**config.mk**
```make
export PLATFORM = sky130hd
export DESIGN_NAME = sg_desc_dma
export DESIGN_NICKNAME = d
export VERILOG_FILES = /design/src/rtl/sg_dma_pkg.sv /design/src/rtl/sg_dma_regs.sv /design/src/rtl/sg_dma_tally.sv /design/src/rtl/sg_dma_walker.sv /design/src/rtl/sg_desc_dma.sv
export SDC_FILE = /design/constraint.sdc
export NUM_CORES = 1
export LEC_CHECK = 0
export ABC_AREA = 1
export BUFFER_PORTS_ARGS = -buffer_cell sky130_fd_sc_hd__clkbuf_2
export CORE_ASPECT_RATIO = 0.8
export CORE_MARGIN = 8
export CORE_UTILIZATION = 50
export CTS_CLUSTER_SIZE = 8
export DETAILED_ROUTE_END_ITERATION = 16
export PLACE_DENSITY = 0.77
export SLEW_MARGIN = 5
export SYNTH_ARGS = -nofsm -noshare
export SYNTH_HDL_FRONTEND = slang
export SYNTH_HIERARCHICAL = 1
export SYNTH_SLANG_ARGS = --single-unit
```
**constraint.sdc**
```tcl
create_clock -name clk -period 2.3 [get_ports clk]
set_input_delay 0.345 -clock clk [delete_from_list [all_inputs] [get_ports clk]]
set_output_delay 0.345 -clock clk [all_outputs]
set_load 0.02 [all_outputs]
```
**src/rtl/sg_dma_pkg.sv**
```systemverilog
package sg_dma_pkg;
  localparam logic [1:0] SEL_CMD  = 2'd0;
  localparam logic [1:0] SEL_STAT = 2'd1;
  localparam logic [1:0] SEL_TBL  = 2'd2;

  localparam int CMD_GO_BIT   = 0;
  localparam int CMD_DIR_BIT  = 3;
  localparam int ST_ACT_BIT   = 0;
  localparam int ST_ERR_BIT   = 1;
  localparam int ST_IRQ_BIT   = 2;
  localparam int DESC_LAST_BIT = 31;
  localparam int CNT_W        = 16;

  typedef enum logic [2:0] {
    W_IDLE, W_ADDR, W_CTRL, W_MOVE, W_PUSH
  } walk_state_e;

  typedef struct packed {
    logic set_irq;
    logic keep_act;
    logic set_err;
  } finish_t;
endpackage

```
**src/rtl/sg_dma_regs.sv**
```systemverilog
module sg_dma_regs
  import sg_dma_pkg::*;
#(
  parameter int ADDR_W = 32,
  parameter int DATA_W = 32
) (
  input  logic              clk,
  input  logic              rst_n,
  input  logic              wr_en,
  input  logic [1:0]        wr_sel,
  input  logic [DATA_W-1:0] wr_data,
  input  logic              fin_valid,
  input  finish_t           fin,
  output logic              go,
  output logic              stop,
  output logic              dir,
  output logic [ADDR_W-1:0] tbl_base,
  output logic [7:0]        cmd_o,
  output logic [7:0]        stat_o
);
  logic start_q, dir_q, act_q, err_q, irq_q;
  logic [ADDR_W-3:0] tbl_q;
  logic cmd_wr, stat_wr;

  assign cmd_wr  = wr_en && (wr_sel == SEL_CMD);
  assign stat_wr = wr_en && (wr_sel == SEL_STAT);
  assign go      = cmd_wr && wr_data[CMD_GO_BIT] && !start_q;
  assign stop    = cmd_wr && !wr_data[CMD_GO_BIT] && start_q;

  always_ff @(posedge clk or negedge rst_n) begin
    if (!rst_n) begin
      start_q <= 1'b0;
      dir_q   <= 1'b0;
      act_q   <= 1'b0;
      err_q   <= 1'b0;
      irq_q   <= 1'b0;
      tbl_q   <= '0;
    end else begin
      if (cmd_wr) begin
        start_q <= wr_data[CMD_GO_BIT];
        if (!start_q) dir_q <= wr_data[CMD_DIR_BIT];
      end
      if (wr_en && (wr_sel == SEL_TBL)) tbl_q <= wr_data[ADDR_W-1:2];
      if (go)             act_q <= 1'b1;
      else if (stop)      act_q <= 1'b0;
      else if (fin_valid) act_q <= fin.keep_act;
      irq_q <= (irq_q && !(stat_wr && wr_data[ST_IRQ_BIT])) || (fin_valid && fin.set_irq);
      err_q <= (err_q && !(stat_wr && wr_data[ST_ERR_BIT])) || (fin_valid && fin.set_err);
    end
  end

  assign dir      = dir_q;
  assign tbl_base = {tbl_q, 2'b00};
  assign cmd_o    = {4'b0000, dir_q, 2'b00, start_q};
  assign stat_o   = {5'b00000, irq_q, err_q, act_q};
endmodule

```
**src/rtl/sg_dma_tally.sv**
```systemverilog
module sg_dma_tally
  import sg_dma_pkg::*;
#(
  parameter int LEN_W = 20
) (
  input  logic             clk,
  input  logic             rst_n,
  input  logic             load_dev,
  input  logic [LEN_W-1:0] dev_len,
  input  logic             load_desc,
  input  logic [CNT_W-1:0] desc_cnt,
  input  logic             step,
  output logic             dev_zero,
  output logic             desc_zero
);
  localparam int REM_W = CNT_W + 1;
  localparam logic [REM_W-1:0] FULL_SPAN = REM_W'(1) << CNT_W;

  logic [LEN_W-1:0] dev_rem_q;
  logic [REM_W-1:0] desc_rem_q;

  always_ff @(posedge clk or negedge rst_n) begin
    if (!rst_n) begin
      dev_rem_q  <= '0;
      desc_rem_q <= '0;
    end else begin
      if (load_dev) dev_rem_q <= dev_len & ~LEN_W'(1);
      else if (step) dev_rem_q <= dev_rem_q - LEN_W'(2);
      if (load_desc)
        desc_rem_q <= (desc_cnt == '0) ? FULL_SPAN : REM_W'(desc_cnt & ~CNT_W'(1));
      else if (step) desc_rem_q <= desc_rem_q - REM_W'(2);
    end
  end

  assign dev_zero  = (dev_rem_q == '0);
  assign desc_zero = (desc_rem_q == '0);
endmodule

```
**src/rtl/sg_dma_walker.sv**
```systemverilog
module sg_dma_walker
  import sg_dma_pkg::*;
#(
  parameter int ADDR_W = 32,
  parameter int DATA_W = 32
) (
  input  logic              clk,
  input  logic              rst_n,
  input  logic              go,
  input  logic              stop,
  input  logic              dir,
  input  logic [ADDR_W-1:0] tbl_base,
  input  logic              dev_zero,
  input  logic              desc_zero,
  output logic              load_desc,
  output logic [CNT_W-1:0]  desc_cnt,
  output logic              step,
  output logic              fin_valid,
  output finish_t           fin,
  output logic              mem_req,
  output logic              mem_we,
  output logic [ADDR_W-1:0] mem_addr,
  output logic [3:0]        mem_be,
  output logic [DATA_W-1:0] mem_wdata,
  input  logic              mem_ack,
  input  logic [DATA_W-1:0] mem_rdata,
  input  logic              s_valid,
  output logic              s_ready,
  input  logic [DATA_W/2-1:0] s_data,
  output logic              m_valid,
  input  logic              m_ready,
  output logic [DATA_W/2-1:0] m_data
);
  localparam int HALF_W = DATA_W / 2;

  walk_state_e state_q;
  logic [ADDR_W-1:0] wptr_q, buf_q;
  logic              last_q;
  logic [HALF_W-1:0] hold_q;
  logic              can_move;
  logic [ADDR_W-1:0] buf_word;

  assign can_move = !dev_zero && !desc_zero;
  assign buf_word = {buf_q[ADDR_W-1:2], 2'b00};

  always_comb begin
    mem_req   = 1'b0;
    mem_we    = 1'b0;
    mem_addr  = '0;
    mem_be    = 4'b0000;
    mem_wdata = {s_data, s_data};
    s_ready   = 1'b0;
    m_valid   = 1'b0;
    m_data    = hold_q;
    step      = 1'b0;
    fin_valid = 1'b0;
    fin       = '0;
    load_desc = (state_q == W_CTRL) && mem_ack;
    desc_cnt  = mem_rdata[CNT_W-1:0];
    case (state_q)
      W_ADDR: begin
        mem_req  = 1'b1;
        mem_addr = wptr_q;
      end
      W_CTRL: begin
        mem_req  = 1'b1;
        mem_addr = wptr_q + ADDR_W'(4);
      end
      W_MOVE: begin
        if (can_move) begin
          mem_addr = buf_word;
          if (dir) begin
            mem_req = s_valid;
            mem_we  = 1'b1;
            mem_be  = buf_q[1] ? 4'b1100 : 4'b0011;
            s_ready = mem_ack;
            step    = mem_ack;
          end else begin
            mem_req = 1'b1;
          end
        end else if (dev_zero) begin
          fin_valid    = !stop;
          fin.set_irq  = 1'b1;
          fin.keep_act = !(desc_zero && last_q);
        end else if (last_q) begin
          fin_valid   = !stop;
          fin.set_err = 1'b1;
        end
      end
      W_PUSH: begin
        m_valid = 1'b1;
        step    = m_ready;
      end
      default: ;
    endcase
  end

  always_ff @(posedge clk or negedge rst_n) begin
    if (!rst_n) begin
      state_q <= W_IDLE;
      wptr_q  <= '0;
      buf_q   <= '0;
      last_q  <= 1'b0;
      hold_q  <= '0;
    end else if (stop) begin
      state_q <= W_IDLE;
    end else if (go) begin
      state_q <= W_ADDR;
      wptr_q  <= tbl_base;
    end else begin
      case (state_q)
        W_ADDR: if (mem_ack) begin
          buf_q   <= mem_rdata[ADDR_W-1:0] & ~ADDR_W'(1);
          state_q <= W_CTRL;
        end
        W_CTRL: if (mem_ack) begin
          last_q  <= mem_rdata[DESC_LAST_BIT];
          wptr_q  <= wptr_q + ADDR_W'(8);
          state_q <= W_MOVE;
        end
        W_MOVE: begin
          if (can_move) begin
            if (mem_ack) begin
              if (dir) begin
                buf_q <= buf_q + ADDR_W'(2);
              end else begin
                hold_q  <= buf_q[1] ? mem_rdata[DATA_W-1:HALF_W] : mem_rdata[HALF_W-1:0];
                state_q <= W_PUSH;
              end
            end
          end else if (dev_zero || last_q) begin
            state_q <= W_IDLE;
          end else begin
            state_q <= W_ADDR;
          end
        end
        W_PUSH: if (m_ready) begin
          buf_q   <= buf_q + ADDR_W'(2);
          state_q <= W_MOVE;
        end
        default: ;
      endcase
    end
  end
endmodule

```
**src/rtl/sg_desc_dma.sv**
```systemverilog
module sg_desc_dma
  import sg_dma_pkg::*;
#(
  parameter int ADDR_W = 32,
  parameter int LEN_W  = 20
) (
  input  logic              clk,
  input  logic              rst_n,
  input  logic              reg_wr_en,
  input  logic [1:0]        reg_wr_sel,
  input  logic [31:0]       reg_wr_data,
  output logic [7:0]        cmd_o,
  output logic [7:0]        stat_o,
  output logic [ADDR_W-1:0] tbl_ptr_o,
  output logic              irq,
  input  logic [LEN_W-1:0]  dev_len,
  output logic              mem_req,
  output logic              mem_we,
  output logic [ADDR_W-1:0] mem_addr,
  output logic [3:0]        mem_be,
  output logic [31:0]       mem_wdata,
  input  logic              mem_ack,
  input  logic [31:0]       mem_rdata,
  input  logic              s_valid,
  output logic              s_ready,
  input  logic [15:0]       s_data,
  output logic              m_valid,
  input  logic              m_ready,
  output logic [15:0]       m_data
);
  localparam int DATA_W = 32;

  logic go, stop, dir, fin_valid, load_desc, step, dev_zero, desc_zero;
  logic [CNT_W-1:0] desc_cnt;
  finish_t fin;

  sg_dma_regs #(.ADDR_W(ADDR_W), .DATA_W(DATA_W)) u_regs (
    .clk(clk), .rst_n(rst_n), .wr_en(reg_wr_en), .wr_sel(reg_wr_sel),
    .wr_data(reg_wr_data), .fin_valid(fin_valid), .fin(fin), .go(go),
    .stop(stop), .dir(dir), .tbl_base(tbl_ptr_o), .cmd_o(cmd_o), .stat_o(stat_o)
  );

  sg_dma_tally #(.LEN_W(LEN_W)) u_tally (
    .clk(clk), .rst_n(rst_n), .load_dev(go), .dev_len(dev_len),
    .load_desc(load_desc), .desc_cnt(desc_cnt), .step(step),
    .dev_zero(dev_zero), .desc_zero(desc_zero)
  );

  sg_dma_walker #(.ADDR_W(ADDR_W), .DATA_W(DATA_W)) u_walk (
    .clk(clk), .rst_n(rst_n), .go(go), .stop(stop), .dir(dir),
    .tbl_base(tbl_ptr_o), .dev_zero(dev_zero), .desc_zero(desc_zero),
    .load_desc(load_desc), .desc_cnt(desc_cnt), .step(step),
    .fin_valid(fin_valid), .fin(fin), .mem_req(mem_req), .mem_we(mem_we),
    .mem_addr(mem_addr), .mem_be(mem_be), .mem_wdata(mem_wdata),
    .mem_ack(mem_ack), .mem_rdata(mem_rdata), .s_valid(s_valid),
    .s_ready(s_ready), .s_data(s_data), .m_valid(m_valid),
    .m_ready(m_ready), .m_data(m_data)
  );

  assign irq = stat_o[ST_IRQ_BIT];
endmodule

```
# [Word level (Yosys, flattened, before mapping)]
# Index checks and enable logic that the tools add are counted.
[op_classes] add_sub_neg=5 eq_ne=16 mux=54 n_bitwise=4 n_reduce_logical=45
[ops] op="32-bit 2-to-1 mux" count=9
[ops] op="32-bit case mux with 3 select lines" count=2
[ops] op="17-bit 2-to-1 mux" count=3
[ops] op="20-bit 2-to-1 mux" count=2
[ops] op="32-bit by 2-bit adder with 32-bit output (second input constant)" count=1
[ops] op="32-bit by 3-bit adder with 32-bit output (second input constant)" count=1
[ops] op="32-bit by 4-bit adder with 32-bit output (second input constant)" count=1
[ops] op="3-bit 2-to-1 mux" count=10
[ops] op="20-bit logical NOT" count=1
[ops] op="20-bit by 2-bit subtractor with 20-bit output (second input constant)" count=1
[ops] op="1-bit 2-to-1 mux" count=19
[ops] op="17-bit logical NOT" count=1
[ops] op="17-bit by 2-bit subtractor with 17-bit output (second input constant)" count=1
[ops] op="1-bit logical AND" count=16
[ops] op="16-bit logical NOT" count=1
[ops] op="16-bit 2-to-1 mux" count=1
[ops] op="4-bit 2-to-1 mux" count=4
[ops] op="4-bit by 3-bit inequality test with 1-bit output (second input constant)" count=3
[ops] op="3-bit case mux with 4 select lines" count=1
[ops] op="6-bit AND reduction" count=2
[ops] op="5-bit by 4-bit inequality test with 1-bit output (second input constant)" count=2
[ops] op="1-bit logical NOT" count=8
[ops] op="2-bit inequality test (second input constant)" count=4
[ops] op="8-bit AND reduction" count=1
[ops] op="other kinds (18)" count=29
[word_totals] regBits=156 input_bits=108 wordCells=137

# [Logic depth before layout (Yosys ltp)]
[depth] word_depth=12 depth_mapped=17 ltp_nobuf=16

# [Modules after synthesis]
# Netlist, hierarchy kept.
[by_module_without_submodules] module="sg_dma_walker" n_inst=1 cells_per_inst=1245 area_per_inst_um2=7285.7
[by_module_without_submodules] module="sg_dma_tally" n_inst=1 cells_per_inst=361 area_per_inst_um2=2479.9
[by_module_without_submodules] module="sg_dma_regs" n_inst=1 cells_per_inst=185 area_per_inst_um2=1594.0
[by_module_without_submodules] module="sg_desc_dma" n_inst=1 cells_per_inst=1 area_per_inst_um2=7.5

# [Worst setup path after synthesis]
# OpenSTA, ideal clock, no wires.
[synth_path] kind="register to output" start="register u_tally.dev_rem_q[3]" end="output mem_be[3]" arrival_time_ns=2.075 required_ns=1.955 setup_slack_ns=-0.120 path_stages_with_launch=15 n_path_buf=2 cell_sequence="dfrtp_1 > inv_1 > nand3_2 > nor2_4 > nand2_4 > clkinv_2 > nand3_2 > nor3_2 > nor2_2 > inv_2 > nor2_1 > buf_2 > nand2_1 > nor2_1 > buf_4"
[synth_via] elab_chain_cells=5
[synth_lines] item="start: declaration" line="sg_dma_tally.sv:19" rtl="logic [LEN_W-1:0] dev_rem_q;"
[synth_lines] item="start signal: assignment" line="sg_dma_tally.sv:27" rtl="if (load_dev) dev_rem_q <= dev_len & ~LEN_W'(1);"
[synth_lines] item="start signal: assignment" line="sg_dma_tally.sv:28" rtl="else if (step) dev_rem_q <= dev_rem_q - LEN_W'(2);"
[synth_lines] item="20-bit logical NOT" line="sg_dma_tally.sv:35" rtl="assign dev_zero = (dev_rem_q == '0);"
[synth_lines] item="net dev_zero" line="sg_desc_dma.sv:33" rtl="logic go, stop, dir, fin_valid, load_desc, step, dev_zero, desc_zero;"
[synth_lines] item="1-bit logical NOT" line="sg_dma_walker.sv:43" rtl="assign can_move = !dev_zero && !desc_zero;"
[synth_lines] item="1-bit logical AND" line="sg_dma_walker.sv:43"
[synth_lines] item="4-bit 2-to-1 mux" line="sg_dma_walker.sv:70" rtl="if (can_move) begin"
[synth_lines] item="4-bit 2-to-1 mux" line="sg_dma_walker.sv:60" rtl="case (state_q)"
[synth_lines] item="end: declaration" line="sg_desc_dma.sv:20" rtl="output logic [3:0] mem_be,"
# The timed path passes the listed nets, and every way through them passes these cells.

# [Worst setup path after layout]
[layout_path] start="register u_tally.dev_rem_q[8]" end="output mem_addr[19]"
[layout_via] elab_chain_cells=5
[layout_lines] item="20-bit logical NOT" line="sg_dma_tally.sv:35"
[layout_lines] item="net dev_zero" line="sg_desc_dma.sv:33"
[layout_lines] item="1-bit logical NOT" line="sg_dma_walker.sv:43"
[layout_lines] item="1-bit logical AND" line="sg_dma_walker.sv:43"
[layout_lines] item="32-bit 2-to-1 mux" line="sg_dma_walker.sv:70"
[layout_lines] item="32-bit case mux with 3 select lines" line="sg_dma_walker.sv:60"
[layout_lines] item="end: declaration" line="sg_desc_dma.sv:19" rtl="output logic [ADDR_W-1:0] mem_addr,"
# The timed path passes the listed nets, and every way through them passes these cells.

==> impl_metrics.yaml <==
timing:
  period_minus_slack_ns: 2.71
  max_freq_ghz: 0.369
  fin_crit_sh_pct: 118
  maxSlewViolCount: 0
  finalHoldViolCount: 0
  setup_viol: 37
  worstMarginPinSlew_ns: 0.648
  skew_ns: 0.0136
  rsz0062_at_grt: "yes"
  maxSlewHeadroom_pct: 56.6
  fin_ws_ns: -0.411
finish:
  diodes: 0
  fin_area_um2: 14800
  nets: 2151
  fillers: 2010
  fin_util_pct: 66.2
  drive_above_1_share_pct: 24.9
  area_growth_pct: 30.3
  layout.cells.non_filler: 2357
drt:
  drt-met1-wl_um: 18200
  routed_wl_um: 42400
  dr.max_layer_used: "met4"
  first_pass_iters: 6
  drtAntennaViolNets: 0
  met3_length_um: 5440
  drt_iter0_drc: 1641
  routed-wl-met2_um: 18200
  drc: 0
  vias_per_cell: 5.49
  vias: 12935
  wire_per_inst_um: 18.0
synthesis:
  synth_area_um2: 11400
  synth-seq-cells: 153
  synthCells: 1792
  yosys.area.top_type_share_pct: 33.7
  synth_edf_count: 0
  synth_cell_types: 43
  yosysWarnings: 6
  async_flop_share_pct: 100
  syn_area_per_cell_um2: 6.34
  netlist.top_cell.by_area: "dfrtp_1"
  ys_top_cells_by_area: "dfrtp_1 (34%), nand2_1 (21%), nand3_1 (8.5%)"
  seq_area_frac_synth_pct: 33.7
  synth_top_flop_cell: "dfrtp_1"
hold_path:
  hold_depth: 3
  min_to: "u_regs/tbl_q[25]"
  hold_class: "input pin to register"
  hp-start: "reg_wr_data[27]"
place:
  port_buffers: 182
  dpl_cell_area_um2: 12900
  hpwl_um: 31100
  routabilityCongestion: 1.03
  place_inst: 2284
floorplan:
  rows: 49
  io-pin-count: 245
  dieHeight_um: 151
  fp.dieW_um: 185
  core_area_um2: 22400
  die_area_um2: 27800
  initial_utilization_pct: 50.8
worst_setup_path:
  reg2reg_to: "u_tally/dev_rem_q[16]"
  path_cells: "nor2_2, nand3_2, inv_2, nand2_4, clkinv_4, nand3_4, nor3_4, nor2_2, inv_2, nor2_4, buf_6, buf_6, a22oi_2, nand2_1, clkbuf_8"
  r2r_cells: 17
  regToRegSetupSlack_ns: 0.06
  crit_fanout: 6
  required_ns: 1.96
  worst_setup_path_start_kind: "register"
  critPathMaxStageDelay_ns: 0.40
  critPathBufInv: 6
  arrival_ns: 2.37
  r2r-start: "u_tally/dev_rem_q[8]"
  slowest_stage: "dfrtp_1"
  critPathCaptureType: "output pin"
  crit_family: "simple AND/OR/NAND/NOR gates"
  critPathKind: "register to output pin"
power:
  leakage_nw: 7.54
  power.density_nw_per_um2: 1360
  irDropWorstVdd_mv: 0.788
clocking:
  cts_tree: "done"
  clockRootBuffer: "clkbuf_16"
  cts_max_level: 4
  cts_made_buffers: 17
  cts_sinks: 153
  clk_latency_ns: 0.44
  clk_pin_slew_ns: 0.08
  clock_path_buffers: 2
global_route:
  antenna_found_initial: 0
  grt_use_total_pct: 29.3
  gr-total-overflow: 0
  grt_pass1_wl_um: 64100
  grt_start_max_net_pins: 65
  grt_pass1_vias: 12023
job:
  maxCapViolCount: 0
status:
  outcome: "finished with violations"
  violations: "negative setup slack"
cell usage after synthesis (all sizes together) (8+ instances only):
library cell  instances
a21oi                29
a22oi                35
buf                 113
clkbuf               17
dfrtp               153
inv                 162
nand2               644
nand3               196
nand4                14
nor2                251
nor3                 10
o211ai                8
o21ai               107
or2                   9
xor2                 14
layout make-up:
class	count	area (um^2)	area share (%)
well taps	306	383	2.59
flip-flops and latches	153	3830	25.9
repair buffers	342	2730	18.4
multi-input cells	1360	6610	44.6
clock buffers	17	425	2.87
clock inverters	15	168	1.13
inverters	163	654	4.42
repair inverters	1	8.76	0.0592
tightest hold or removal path, cell delays in order:
cell	delay, ns
clkbuf_2	0.08
nand3_1	0.06
nand2_1	0.05
where the power goes:
group          internal, mW  leakage (nW)  switching (mW)  total [mW]
logic                  4.97          5.36            7.19        12.2
registers              3.73          1.89            1.33        5.06
clock network          1.46         0.280            1.39        2.85
total                  10.2          7.54            9.91        20.1
cells by family after synthesis:
group | after synthesis | synth area share, %
buf+inv | 293 | 12.9
fa+ha+maj | 5 | 0.550
simple gates | 1126 | 41.4
xor+xnor | 19 | 1.46
compound gates | 194 | 9.86
flops | 153 | 33.7
mux | 1 | 0.0991
other cells | 1 | 0.0330
flip-flops by register name (all words and copies together) (netlist names), 3 cells and up:
name,cells
u_walk/wptr_q,32
u_walk/buf_q,31
u_regs/tbl_q,30
u_tally/dev_rem_q,19
u_tally/desc_rem_q,16
u_walk/m_data,16
u_walk/state_q,3
timing repair:
item / 4_1_cts / 5_1_grt
endpoints found under the setup margin: 104 / 131
pin swaps: 28 / 18
endpoints found under the hold margin: 49 / 0
buffers inserted: 18 / 15
cloned: 2 / 7
resized for setup: 140 / 89
hold buffers: 1 / 0
stage by stage:
step / hold WS (ns) / power [mW] / worst slack [ns] / setup TNS [ns]
2_1_floorplan: 0.0494 / 11.0 / -0.0284 / -0.0567
5_1_grt: 0.117 / 21.3 / -0.560 / -18.30
4_1_cts: 0.106 / 18.9 / -0.427 / -12.38
6_report: 0.123 / 20.1 / -0.411 / -11.31
3_3_place_gp: 0.345 / 14.7 / -0.261 / -8.61
3_5_place_dp: 0.349 / 14.9 / -0.388 / -17.48
per-layer routing:
layer	GRT usage [%]	vias up
met4	7.57	0
met2	43.4	765
met1	41.4	5970
li1	-	6144
met5	0	-
met3	8.37	56
how the worst max path moves through the flow:
stage / start / endpoint / cells past startpoint
floorplan: u_tally/dev_rem_q[3] / mem_be[1] / 14
global placement: u_tally/dev_rem_q[8] / mem_be[1] / 14
detailed placement: u_tally/dev_rem_q[6] / mem_be[0] / 14
CTS: u_tally/dev_rem_q[5] / mem_addr[8] / 14
global route: u_tally/dev_rem_q[8] / mem_addr[17] / 15
finish: u_tally/dev_rem_q[8] / mem_addr[19] / 15
cell usage in the layout, fill, tap and decap left out, drive strengths merged, types with 5 or more instances in the layout:
cell      netlist  layout
nand2         644     645
nor2          251     252
nand3         196     196
clkbuf         17     181
buf           113     177
inv           162     168
dfrtp         153     153
o21ai         107     107
a22oi          35      35
a21oi          29      29
nand4          14      14
xor2           14      14
conb            1      13
nor3           10      10
or2             9       9
o211ai          8       8
clkinv          1       6
clkinvlp        0       5
xnor2           5       5
ha              5       5
o221ai          5       5
No activity file was read; power rests on OpenSTA's default activity.
